[src/rtl/irq_pkg.sv]
package irq_pkg;
  localparam int LVL_W = 3;
  localparam logic [LVL_W-1:0] LVL_TOP = {LVL_W{1'b1}};
  typedef logic [LVL_W-1:0] lvl_t;

  function automatic logic is_top(input lvl_t lvl);
    return lvl == LVL_TOP;
  endfunction

  // maskable level strictly above mask; 0 and the top level excluded
  function automatic logic beats_mask(input lvl_t lvl, input lvl_t mask);
    return (lvl != '0) && !is_top(lvl) && (lvl > mask);
  endfunction
endpackage

[src/rtl/irq_top_edge.sv]
module irq_top_edge
  import irq_pkg::*;
(
  input  logic clk,
  input  logic rst_n,
  input  lvl_t req_level,
  input  logic first_instr,
  input  logic take_top,
  output logic top_live
);
  logic prev_top_q, pend_q, top_rise;

  assign top_rise = is_top(req_level) && !prev_top_q;
  assign top_live = pend_q || top_rise;

  always_ff @(posedge clk or negedge rst_n) begin
    if (!rst_n) begin
      prev_top_q <= 1'b0;
      pend_q     <= 1'b0;
    end else begin
      prev_top_q <= is_top(req_level);
      pend_q     <= top_live && !take_top;
    end
  end

  AST_EDGE_HELD: assert property (@(posedge clk) disable iff (!rst_n)
    (top_rise && first_instr) |=> pend_q);
endmodule

[src/rtl/irq_mask_reg.sv]
module irq_mask_reg
  import irq_pkg::*;
(
  input  logic clk,
  input  logic rst_n,
  input  logic mask_wr,
  input  lvl_t mask_wdata,
  input  logic exc_entry,
  input  logic exc_return,
  input  logic auto_mask_en,
  output lvl_t mask_q
);
  lvl_t saved_q;

  always_ff @(posedge clk or negedge rst_n) begin
    if (!rst_n) begin
      mask_q  <= LVL_TOP;
      saved_q <= LVL_TOP;
    end else if (exc_entry) begin
      saved_q <= mask_q;
      if (auto_mask_en) mask_q <= LVL_TOP;
    end else if (exc_return) begin
      mask_q <= saved_q;
    end else if (mask_wr) begin
      mask_q <= mask_wdata;
    end
  end

  AST_AUTO_RAISE: assert property (@(posedge clk) disable iff (!rst_n)
    (exc_entry && auto_mask_en) |=> (mask_q == LVL_TOP));
  AST_ENTRY_KEEP: assert property (@(posedge clk) disable iff (!rst_n)
    (exc_entry && !auto_mask_en) |=> $stable(mask_q));
  AST_WRITE_LOAD: assert property (@(posedge clk) disable iff (!rst_n)
    (mask_wr && !exc_entry && !exc_return) |=> (mask_q == $past(mask_wdata)));
endmodule

[src/rtl/irq_gate.sv]
module irq_gate
  import irq_pkg::*;
(
  input  logic clk,
  input  logic rst_n,
  input  lvl_t req_level,
  input  lvl_t mask_q,
  input  logic top_live,
  input  logic first_instr,
  input  logic exc_entry,
  output logic take_top,
  output logic accept_q
);
  logic await_q, take_now, take_low;

  assign take_low = beats_mask(req_level, mask_q);
  assign take_now = !first_instr && !await_q && (top_live || take_low);
  assign take_top = take_now && top_live;

  always_ff @(posedge clk or negedge rst_n) begin
    if (!rst_n) begin
      await_q  <= 1'b0;
      accept_q <= 1'b0;
    end else begin
      accept_q <= take_now;
      if (take_now)       await_q <= 1'b1;
      else if (exc_entry) await_q <= 1'b0;
    end
  end

  AST_ONE_PULSE: assert property (@(posedge clk) disable iff (!rst_n)
    accept_q |=> !accept_q);
  AST_INHIBIT: assert property (@(posedge clk) disable iff (!rst_n)
    first_instr |=> !accept_q);
  AST_WAIT_ENTRY: assert property (@(posedge clk) disable iff (!rst_n)
    await_q |=> !accept_q);
  AST_ABOVE_MASK: assert property (@(posedge clk) disable iff (!rst_n)
    (take_now && !top_live) |-> (req_level > mask_q));
endmodule

[src/rtl/irq_accept_ctrl.sv]
module irq_accept_ctrl
  import irq_pkg::*;
(
  input  logic                clk,
  input  logic                rst_n,
  input  logic [LVL_W-1:0]    req_level,
  input  logic                mask_wr,
  input  logic [LVL_W-1:0]    mask_wdata,
  input  logic                exc_entry,
  input  logic                first_instr,
  input  logic                exc_return,
  input  logic                auto_mask_en,
  output logic                accept,
  output logic [LVL_W-1:0]    cur_mask
);
  lvl_t mask_w;
  logic top_live_w, take_top_w;

  irq_mask_reg u_mask (
    .clk(clk), .rst_n(rst_n), .mask_wr(mask_wr), .mask_wdata(mask_wdata),
    .exc_entry(exc_entry), .exc_return(exc_return),
    .auto_mask_en(auto_mask_en), .mask_q(mask_w)
  );

  irq_top_edge u_edge (
    .clk(clk), .rst_n(rst_n), .req_level(req_level),
    .first_instr(first_instr), .take_top(take_top_w), .top_live(top_live_w)
  );

  irq_gate u_gate (
    .clk(clk), .rst_n(rst_n), .req_level(req_level), .mask_q(mask_w),
    .top_live(top_live_w), .first_instr(first_instr), .exc_entry(exc_entry),
    .take_top(take_top_w), .accept_q(accept)
  );

  assign cur_mask = mask_w;

  AST_RESET_MASK: assert property (@(posedge clk)
    $rose(rst_n) |-> (cur_mask == LVL_TOP));
endmodule

[config.mk]
export PLATFORM = sky130hd
export DESIGN_NAME = irq_accept_ctrl
export DESIGN_NICKNAME = d
export VERILOG_FILES = /design/src/rtl/irq_pkg.sv /design/src/rtl/irq_top_edge.sv /design/src/rtl/irq_mask_reg.sv /design/src/rtl/irq_gate.sv /design/src/rtl/irq_accept_ctrl.sv
export SDC_FILE = /design/constraint.sdc
export NUM_CORES = 1
export LEC_CHECK = 0
export CAP_MARGIN = 5
export CORE_AREA = 2 2 39 41
export CTS_CLUSTER_DIAMETER = 40
export DETAILED_ROUTE_END_ITERATION = 8
export DIE_AREA = 0 0 41 43
export HOLD_SLACK_MARGIN = 0.03
export PLACE_DENSITY = 0.7
export SETUP_SLACK_MARGIN = 0.4
export SLEW_MARGIN = 20
export SYNTH_ARGS = -nofsm -noshare
export SYNTH_HDL_FRONTEND = slang
export SYNTH_SLANG_ARGS = --single-unit
[constraint.sdc]
create_clock -name clk -period 1.6 [get_ports clk]
set_input_delay 0.24 -clock clk [delete_from_list [all_inputs] [get_ports clk]]
set_output_delay 0.24 -clock clk [all_outputs]
set_load 0.005 [all_outputs]
==> flow_summary_export.csv <==
group,metric,value,unit
detailed_routing,vias,449,
power_and_ir_drop,powerDensity,904.0,nW/um^2
grt,grt_pass1_vias,448,
synthesis,avgSynthCellArea,11.42,sq um
clock_tree,cts.clk_slew.worst_paths,0.07,ns
grt,grt_pass1_wl,1925,um
detailed_routing,remaining_drc_errors,0,
detailed_routing,drt_first_iter_violations,2,
timing,relSlewSlack,0.7109,
cells_and_area,design_area,874.6,sq um
power_and_ir_drop,p_seq_frac,0.410,
timing,fmax,0.6762,GHz
clock_tree,holdBufCountCts,0,
grt,grt_max_degree,11,
run_status,run_status,"finished clean",
cells_and_area,area_growth,66.43,%
detailed_routing,drt-total-wl,1195,um
place,detailedPlace.worstSlack,-0.05055,ns
synthesis,ys_warn_count,0,
timing,fin_crit_sh,0.9243,
critical_path,critPathTopFamily,"flip-flops",
die,coreArea,1384,sq um
cells_and_area,fill_cells,111,
grt,grt.total_usage,0.1708,
die,die_w,41,um
hold_path,hp-class,"primary input to async pin",
critical_path,startpoint_type,"register",
critical_path,path_class,"register to register",
die,ios,17,
cells_and_area,multi_input_area,271.5,sq um
detailed_routing,dr.pass1.iters,4,
place,dp.cells,79,
die,start_util,0.3797,
critical_path,max_stage_delay,0.55,ns
synthesis,syn_nets,62,
cells_and_area,antennaDiodeCount,0,
detailed_routing,wl_per_cell,13.13,um
power_and_ir_drop,p_comb_frac,0.299,
detailed_routing,ant_nets,0,
run,maxCapViolations,0,
critical_path,worstPathCellList,"buf_6 -> ha_1 -> a311o_1 -> o221ai_2",
cells_and_area,nets,92,
clock_tree,insertion_delay,0.27,ns
critical_path,worstReg2RegStart,"u_mask.mask_q[0]",
power_and_ir_drop,power_leakage,0.4078,nW
die,die_h,43,um
timing,worst_pin_slew,0.4323,ns
clock_tree,cts_tree,"yes",
synthesis,ys_types,18,
synthesis,ys_seq_area_frac,0.4905,
power_and_ir_drop,clockPowerShare,0.292,
cells_and_area,layout-drive-gt1-share,0.4533,
cells_and_area,final_cells,91,
timing,skew,0.005198,ns
synthesis,synthCells,46,
grt,gr-total-overflow,0,
critical_path,required,1.79,ns
timing,finalHoldViolCount,0,
die,die-area,1763,sq um
timing,rsz0062_at_grt,"true",
grt,antenna_found_initial,0,
cells_and_area,regArea,257.7,sq um
clock_tree,ctsRootBufferMaster,"clkbuf_4",
critical_path,crit_start,"u_mask.mask_q[0]",
clock_tree,ctsHtreeMaxLevel,1,
synthesis,synth_area,525.5,sq um
synthesis,synth_seq_cells,10,
cells_and_area,final_util,0.6320,
clock_tree,cts_buffers,3,
critical_path,crit_path_end_kind,"register",
critical_path,cp.buffers_inverters,1,
detailed_routing,via_per_inst,4.934,
timing,post-route-min-period,1.479,ns
clock_tree,cts.sink_count,10,
place,io_buffers,16,
power_and_ir_drop,ir_worst_vdd,567.6,uV
die,core.rowCount,14,
place,place_congestion,0.7726,
clock_tree,clock_path_buffers,2,
power_and_ir_drop,switching_share,0.2565,
place,post_dp_cell_area,747.0,sq um
timing,holdWs,0.2751,ns
timing,worst_slack,0.1211,ns
critical_path,crit_fanout,3,
timing,drv_slew,0,
critical_path,arrival,1.66,ns
timing,setup_viol,0,
power_and_ir_drop,p_switching,202.8,uW
place,place_hpwl,837.9,um
critical_path,cpMaxStageDelayCell,"dfstp_2",
power_and_ir_drop,p_int,587.9,uW
==> kinds of logic after synthesis <==
logic type / synth area share
buffers and inverters: 0.05477
adders and majority gates: 0.07144
muxes: 0.1214
DFF: 0.4905
and+or+nand+nor: 0.1119
AOI/OAI and AO/OA: 0.1500
==> layout by cell type, fill, tap and decap left out, types with 2 or more instances in the layout <==
cell | Yosys | final
a2bb2oi_1 | 3 | 3
buf_4 | 0 | 5
buf_6 | 0 | 8
clkbuf_4 | 0 | 3
clkdlybuf4s50_1 | 0 | 11
dfrtp_1 | 4 | 4
dfstp_2 | 6 | 6
dlygate4sd2_1 | 0 | 2
ha_4 | 0 | 2
inv_1 | 5 | 3
mux2_2 | 3 | 3
mux2i_1 | 3 | 3
nor2_1 | 5 | 5
nor3_1 | 2 | 2
o21ai_1 | 3 | 2
==> power groups by stage <==
stage               Clock [mW]  Sequential, mW  Combinational, mW
finish                   0.231           0.324              0.236
global route             0.246           0.328              0.261
floorplan                    0           0.326              0.101
detailed placement           0           0.332              0.186
CTS                      0.238           0.322              0.225
global placement             0           0.330              0.185
==> state kept, by name, summed over array words and instances, names as in the netlist <==
name	count
u_edge.pend_q	1
u_edge.prev_top_q	1
u_gate.accept_q	1
u_gate.await_q	1
u_mask.mask_q	3
u_mask.saved_q	3
==> path summary, 6_finish.rpt <==
check,to,slack [ns],cells after the start
worst max-delay path,u_gate.await_q,0.12,4
worst max register to register,u_gate.await_q,0.12,4
worst min register to register,u_edge.pend_q,0.51,2
min in group clk,u_mask.saved_q[0],0.44,2
worst min-delay path,u_edge.prev_top_q,0.28,1
max in group asynchronous,u_mask.saved_q[0],0.99,1
==> per-layer routing <==
metal  track usage  share of wire  wire [um]
met4        0.1000         0.0075          9
met2        0.2344           0.51        604
met3       0.04712          0.038         46
met1        0.2321           0.45        534
met5             0              0          0
==> stage by stage <==
stage               power, mW  setup TNS (ns)
detailed placement     0.5179        -0.07894
CTS                    0.7854               0
floorplan              0.4272               0
global route           0.8354               0
finish                 0.7907               0
global placement       0.5147        -0.07795
==> layout make-up <==
type,instances,area share
sequential,10,0.2947
timing repair buffer,27,0.3062
inverter,5,0.02432
clock buffer,4,0.04149
multi-input combinational,29,0.3104
tap,16,0.02289
==> what timing repair did <==
action | in CTS | in global routing
setup endpoints to repair | 6 | 8
pin swaps | 1 | 4
resized for setup | 18 | 4
endpoints found under the hold margin | 0 | 0
buffers inserted | 6 | 2
==> Yosys cell counts <==
cell       number  area share
o21ai_1         3       0.029
and3b_1         1       0.017
o221ai_2        1       0.029
dfrtp_1         4        0.19
buf_2           2       0.019
dfstp_2         6        0.30
inv_1           5       0.036
mux2_2          3       0.064
nor2_1          5       0.036
and3_4          1       0.021
ha_1            3       0.071
and4b_1         1       0.019
a2bb2oi_1       3       0.050
a21o_1          1       0.014
a311o_1         1       0.019
a21oi_1         1      0.0095
nor3_1          2       0.019
mux2i_1         3       0.057
Power figures use the tool's default switching activity.
